`src/rtl/mld_pkg.sv`:
```
package mld_pkg;

  // Strobes from the control FSM to the timeout datapath
  typedef struct packed {
    logic clrCnt;   // restart the window at zero
    logic runCnt;   // advance the window counter
  } cntCtrl_t;

  typedef enum logic [1:0] {
    ST_ARMED = 2'd0,  // waiting for the first pulse after reset
    ST_GOOD  = 2'd1,  // pulses arriving within the window
    ST_FAIL  = 2'd2   // window expired, interrupt requested
  } monState_t;

endpackage

```
`src/rtl/mld_datapath.sv`:
```
module mld_datapath
  import mld_pkg::*;
#(
  parameter int WINDOW      = 8,
  parameter int SYNC_STAGES = 2
) (
  input  logic     clk,
  input  logic     rstN,
  input  logic     pulseAsync,
  input  cntCtrl_t ctrl,
  output logic     riseSeen,
  output logic     expired
);

  localparam int CNT_W = (WINDOW > 2) ? $clog2(WINDOW) : 1;
  localparam logic [CNT_W-1:0] LAST = CNT_W'(WINDOW - 1);

  logic [SYNC_STAGES-1:0] syncReg;
  logic                   prevLevel;
  logic [CNT_W-1:0]       cnt;

  // Synchroniser chain, one flop per stage
  genvar gi;
  generate
    for (gi = 0; gi < SYNC_STAGES; gi++) begin : g_sync
      if (gi == 0) begin : g_first
        always_ff @(posedge clk or negedge rstN) begin
          if (!rstN) syncReg[0] <= 1'b0;
          else       syncReg[0] <= pulseAsync;
        end
      end else begin : g_next
        always_ff @(posedge clk or negedge rstN) begin
          if (!rstN) syncReg[gi] <= 1'b0;
          else       syncReg[gi] <= syncReg[gi-1];
        end
      end
    end
  endgenerate

  always_ff @(posedge clk or negedge rstN) begin
    if (!rstN) prevLevel <= 1'b0;
    else       prevLevel <= syncReg[SYNC_STAGES-1];
  end

  assign riseSeen = syncReg[SYNC_STAGES-1] & ~prevLevel;

  // Window counter: cleared on a pulse, saturates at WINDOW-1
  always_ff @(posedge clk or negedge rstN) begin
    if (!rstN)                            cnt <= '0;
    else if (ctrl.clrCnt)                 cnt <= '0;
    else if (ctrl.runCnt && cnt != LAST)  cnt <= cnt + CNT_W'(1);
  end

  assign expired = (cnt == LAST);

  // a pulse restarts the window from zero
  p_cnt_clear_r4: assert property (@(posedge clk) disable iff (!rstN)
    ctrl.clrCnt |=> (cnt == '0));

  // the window advances by one per cycle while running
  p_cnt_step_r4: assert property (@(posedge clk) disable iff (!rstN)
    (ctrl.runCnt && !ctrl.clrCnt && !expired) |=> (cnt == $past(cnt) + CNT_W'(1)));

  // a detected rise lasts a single cycle
  p_rise_single_r3: assert property (@(posedge clk) disable iff (!rstN)
    riseSeen |=> !riseSeen);

endmodule

```
`src/rtl/mld_control.sv`:
```
module mld_control
  import mld_pkg::*;
(
  input  logic     clk,
  input  logic     rstN,
  input  logic     riseSeen,
  input  logic     expired,
  output cntCtrl_t ctrl,
  output logic     powerGood,
  output logic     failReq
);

  monState_t state, nextState;

  always_comb begin
    nextState   = state;
    ctrl.clrCnt = 1'b0;
    ctrl.runCnt = 1'b0;
    case (state)
      ST_ARMED: begin
        if (riseSeen) begin
          nextState   = ST_GOOD;
          ctrl.clrCnt = 1'b1;
        end
      end
      ST_GOOD: begin
        ctrl.runCnt = 1'b1;
        if (riseSeen)     ctrl.clrCnt = 1'b1;
        else if (expired) nextState   = ST_FAIL;
      end
      ST_FAIL: begin
        if (riseSeen) begin
          nextState   = ST_GOOD;
          ctrl.clrCnt = 1'b1;
        end
      end
      default: nextState = ST_ARMED;
    endcase
  end

  always_ff @(posedge clk or negedge rstN) begin
    if (!rstN) state <= ST_ARMED;
    else       state <= nextState;
  end

  assign powerGood = (state == ST_GOOD);
  assign failReq   = (state == ST_FAIL);

  // failure is raised only from an expired window with no pulse
  p_fail_from_timeout_r5: assert property (@(posedge clk) disable iff (!rstN)
    $rose(failReq) |-> ($past(expired) && !$past(riseSeen)));

  // any detected rise leads to the good state
  p_rise_restores_r7: assert property (@(posedge clk) disable iff (!rstN)
    riseSeen |=> powerGood);

  // failure holds until a rise arrives
  p_fail_hold_r7: assert property (@(posedge clk) disable iff (!rstN)
    (failReq && !riseSeen) |=> failReq);

  // good holds while the window is still open
  p_good_hold_r4: assert property (@(posedge clk) disable iff (!rstN)
    (powerGood && !expired) |=> powerGood);

endmodule

```
`src/rtl/mains_loss_det.sv`:
```
module mains_loss_det
  import mld_pkg::*;
#(
  parameter int PERIOD_CYCLES = 1_000_000,
  parameter int SYNC_STAGES   = 2
) (
  input  logic clk,
  input  logic rstN,
  input  logic pulseAsync,
  output logic powerGood,
  output logic failReq
);

  localparam int WINDOW = 2 * PERIOD_CYCLES;

  cntCtrl_t ctrl;
  logic     riseSeen;
  logic     expired;

  mld_datapath #(
    .WINDOW      (WINDOW),
    .SYNC_STAGES (SYNC_STAGES)
  ) u_datapath (
    .clk        (clk),
    .rstN       (rstN),
    .pulseAsync (pulseAsync),
    .ctrl       (ctrl),
    .riseSeen   (riseSeen),
    .expired    (expired)
  );

  mld_control u_control (
    .clk       (clk),
    .rstN      (rstN),
    .riseSeen  (riseSeen),
    .expired   (expired),
    .ctrl      (ctrl),
    .powerGood (powerGood),
    .failReq   (failReq)
  );

  // the two outputs are never high together
  p_outputs_exclusive_r6: assert property (@(posedge clk) disable iff (!rstN)
    !(powerGood && failReq));

endmodule

```
`config.mk`:
```
export PLATFORM = sky130hd
export DESIGN_NAME = mains_loss_det
export DESIGN_NICKNAME = d
export VERILOG_FILES = /design/src/rtl/mld_pkg.sv /design/src/rtl/mld_datapath.sv /design/src/rtl/mld_control.sv /design/src/rtl/mains_loss_det.sv
export SDC_FILE = /design/constraint.sdc
export NUM_CORES = 1
export LEC_CHECK = 0
export BUFFER_PORTS_ARGS = -buffer_cell sky130_fd_sc_hd__buf_2
export CORE_MARGIN = 2
export CORE_UTILIZATION = 36
export CTS_CLUSTER_SIZE = 24
export DETAILED_ROUTE_END_ITERATION = 6
export GPL_ROUTABILITY_DRIVEN = 0
export GPL_TIMING_DRIVEN = 0
export SKIP_CTS_REPAIR_TIMING = 1
export SYNTH_ARGS = -nofsm -noshare
export SYNTH_HDL_FRONTEND = slang
export SYNTH_SLANG_ARGS = --single-unit
```
`constraint.sdc`:
```
create_clock -name clk -period 2.7 [get_ports clk]
set_input_delay 0.405 -clock clk [delete_from_list [all_inputs] [get_ports clk]]
set_output_delay 0.405 -clock clk [all_outputs]
set_load 0.1 [all_outputs]
```
# After elaboration in Yosys (flattened, before gate mapping)
# Cells that the tools add are included.
[classes] addsub=1 eq_ne=7 muxes=9 n_bitwise=2 n_reduce_logical=6
[ops] op="2-to-1 mux 21 bit" n=2
[ops] op="adder 21 x 1 -> 21 bit (second input constant)" n=1
[ops] op="== test 21 bit (second input constant)" n=1
[ops] op="inequality test 21 bit (second input constant)" n=1
[ops] op="2-to-1 mux 2 bit" n=3
[ops] op="inequality test 2 x 1 -> 1 bit (second input constant)" n=2
[ops] op="one-hot mux 2 bit (2 select lines)" n=1
[ops] op="2-to-1 mux 1 bit" n=3
[ops] op="AND reduction 3 bit" n=1
[ops] op="OR reduction 3 bit" n=1
[ops] op="== test 2 x 1 -> 1 bit (second input constant)" n=1
[ops] op="== test 2 bit (second input constant)" n=1
[ops] op="logical NOT 2 bit" n=1
[ops] op="inequality test 2 bit (second input constant)" n=1
[ops] op="nonzero test 2 bit" n=1
[ops] op="OR reduction 2 bit" n=1
[ops] op="AND 1 bit" n=1
[ops] op="logical AND 1 bit" n=1
[ops] op="inverter 1 bit" n=1
[word_totals] regBits=26 input_bits=3 output_inout_bits=2 wordCells=30

# Depth between registers and ports, before layout
[depth] depth_word=5 depth_mapped=6 mapped_depth_nobuf=6

# Cells and area by module
# A second synthesis with hierarchy kept.
[unflattened] cells_unflattened=141 hier_area_um2=1401.3
[modules_own_cells] module="mld_datapath" instances=1 cells_per_inst=130 area_per_inst_um2=1291.2 seq_area_each_um2=600.6
[modules_own_cells] module="mld_control" instances=1 cells_per_inst=11 area_per_inst_um2=110.1 seq_area_each_um2=50.0

# Worst setup path before layout
# Ideal clock, no wire load.
[synth_timing] kind="reg-to-output" start="register u_control.state[0]" end="output failReq" arrival_ps=1743 required_time_ps=2295 path_slack_ps=552 path_stages_with_launch=2 path_buffers=0 cell_sequence="dfrtp_1 > nor2_1"
[synth_via] elab_chain_len=1
[synth_lines] element="start, declared" line_no="mld_control.sv:13" rtl="monState_t state, nextState;"
[synth_lines] element="start signal, assigned" line_no="mld_control.sv:43" rtl="else state <= nextState;"
[synth_lines] element="== test 2 bit" line_no="mld_control.sv:47" rtl="assign failReq = (state == ST_FAIL);"
[synth_lines] element="end, declared" line_no="mains_loss_det.sv:11" rtl="output logic failReq"
# No other way between the ends.

# Worst setup path after layout
[layout_timing] start="register u_control.state[1]" end="output powerGood"
[layout_via] elab_chain_len=1
[layout_lines] element="== test 2 x 1 -> 1 bit" line_no="mld_control.sv:46" rtl="assign powerGood = (state == ST_GOOD);"
[layout_lines] element="end, declared" line_no="mains_loss_det.sv:10" rtl="output logic powerGood,"
# No other way between the ends.

==> impl_results.md <==
* Leakage power at 0.572 nW
* CTS Buf Count at 3
* Synthesized flop and latch total at 26
* ANT nets after route at 0
* Slowest stage cell, crit path: buf_2
* Status: complete, no violations
* Vias/cell at 5.52
* Peak VDD IR at 174 uV
* Placed Area at 0.00137 mm2
* Setup CP Type: reg2out
* Post-Synthesis Cells at 132
* Compound-gate portion of the synthesized area at 11.2%
* # setup viols final at 0
* Largest family of logic cells by synthesized area: simple AND/OR/NAND/NOR gates
* Util after Layout at 41.0%
* Top_reg_cell synth: dfrtp_1
* CTS H-tree lvls at 1
* # IOs at 5
* Die ar. at 0.00407 mm2
* Crit path required time at 2.30 ns
* Cell variety after synth at 33
* Largest net degree at the start of global routing at 27
* Slew headroom at 48.2%
* Tightest Pin Transition at 0.776 ns
* HP Class: in2async
* TritonRoute pass-1 iters at 4
* Final Cell Area at 0.00139 mm2
* CP endpoint kind: primary output
* Initial antenna violation count at 0
* Fmax at 468 MHz
* Vias in the first global route at 988
* Initial DRC Count at 115
* First-pass GRT wire length at 4360 um
* Die span in x at 63.8 um
* Hold slack at 0.0686 ns
* Crit-path cells: nand2b_4 -> inv_1 -> buf_2 -> buf_2
* CTS tree: yes
* Final Hold Viols at 0
* Synth Area per Inst at 9.76 um2
* Area grow syn2layout at 7.77%
* Via count at 1022
* Syn. warnings at 0
* Worst-path fanout max at 10
* Later-pin clock latency in the skew report at 0.31 ns
* EDFF count, synth at 0
* Most frequent cells in the layout: dfrtp_1, nor2_1, xor2_1, nand3_1
* Cell area after synthesis at 0.00129 mm2
* Syn nets at 136
* Simple-gate share of the synthesized area at 26.3%
* Clk pin slew, worst setup/hold paths at 0.13 ns
* Setup Total Neg Slack at 0 ns
* MaxCap Viol Count at 0
* Initial Utilization at 38.0%
* CTS Buffer Depth at 2
* Root Buffer: clkbuf_4
* Port Buffers at 4
* Commonest non-fill, non-tap cell in the layout: dfrtp_1
* PwrDens at 492 mW/mm2
* CP arrival at 1.73 ns
* Drt drc at 0
* Total GRT Usage at 13.3%
* CTS sink cnt at 26
* Worst Slack Setup Final at 0.565 ns
* Pre-CTS setup slack at 0.676 ns
* Worst clock skew at 0.00307 ns
* Final Net Count at 145
* Fin crit share at 79.1%
* Final Slew Violations at 0
* Startpoint Class: register
* Share of cells above drive strength 1 at 7.19%
* Routed wire length at 2490 um
* Unrepaired setup endpoints after global routing: no
* Adder-cell share of the synthesized area at 0.971%
* Aggregate global routing overflow at 0
* Routed len/inst at 13.5 um
* Sequential-to-total area share from yosys stat at 50.5%
* Synth Area in XOR/XNOR at 9.51%
* Slowest cell delay on critical path at 0.46 ns
* Post-synthesis mux area share at 0%
* DPL Wire Length at 1810 um
* Core Area at 0.00339 mm2
* Async SR Flop Fraction at 100%
* Minimum clock period at 2.14 ns
* Crit path top cell by count: buf_2
* Die Y at 63.8 um
* Cell Rows at 21
* # diodes at 0
## Yosys cell counts (all sizes together) (2+ instances only)
| cell type | count | area share, % |
|---|---|---|
| xor2 | 13 | 8.8 |
| or3 | 3 | 1.8 |
| nand4 | 5 | 2.4 |
| nand2 | 8 | 2.3 |
| nor4b | 2 | 1.4 |
| a21oi | 5 | 1.9 |
| nand2b | 2 | 1.6 |
| o21ai | 5 | 1.9 |
| dfrtp | 26 | 50 |
| and3 | 3 | 1.5 |
| o2111ai | 4 | 2.7 |
| nor2 | 18 | 5.2 |
| nand3 | 12 | 4.7 |
| inv | 3 | 0.87 |
| nor3 | 8 | 3.1 |
## kinds of logic (layout without fill, tap and decap cells)
family | after synthesis | after routing
buffers and inverters | 5 | 12
DFF | 26 | 26
xor gates and xnor gates | 14 | 14
and+or+nand+nor | 65 | 65
adders and majority gates | 1 | 1
AOI/OAI and AO/OA | 21 | 21
## per-layer routing
metal  part of all wire, %  GRT usage [%]
met4                   1.1           5.71
met3                   2.1           2.11
met1                    49           17.5
met5                     0              0
met2                    48           21.6
## power by group
part           leakage [nW]  internal, mW  switching [mW]
combinational         0.212        0.0329          0.0424
clock                0.0138        0.0522           0.110
sequential            0.346         0.415          0.0303
## sequential cells by signal (all words and copies together), names as in the netlist
| name | count |
|---|---|
| u_datapath.cnt | 21 |
| u_control.state | 2 |
| u_datapath.prevLevel | 1 |
| u_datapath.syncReg | 2 |
## final timing paths
| kind | from | endpoint | slack, ns | cells after the start |
|---|---|---|---|---|
| max | u_control.state[1] | powerGood | 0.56 | 4 |
| min | rstN | u_datapath.cnt[3] | 0.07 | 1 |
| max reg2reg | u_datapath.cnt[1] | u_datapath.cnt[12] | 0.66 | 6 |
| min reg2reg | u_datapath.syncReg[0] | u_datapath.syncReg[1] | 0.37 | 0 |
| max in group asynchronous | rstN | u_datapath.cnt[13] | 2.25 | 1 |
| min in group clk | pulseAsync | u_datapath.syncReg[0] | 0.18 | 1 |
## layout make-up
cell class,instances,area (um2)
Timing Repair Buffer,4,20.0
Sequential cell,26,651
Fill cell,333,2000
Multi-Input combinational cell,101,618
Tap cell,46,57.6
Inverter,3,11.3
Clock buffer,3,22.5
Buffer,2,8.76
## metrics by stage
stage	cells	power (mW)
detailed placement	182	0.527
CTS	185	0.692
global route	185	0.718
finish	185	0.683
floorplan	132	0.499
global placement	182	0.523
## worst max-delay path, delay by kind of cell (launching register included)
family        cells  cell delay (ns)
buf+inv           3             0.78
flops             1             0.45
simple gates      1             0.19
No activity file was read; power rests on OpenSTA's default activity.
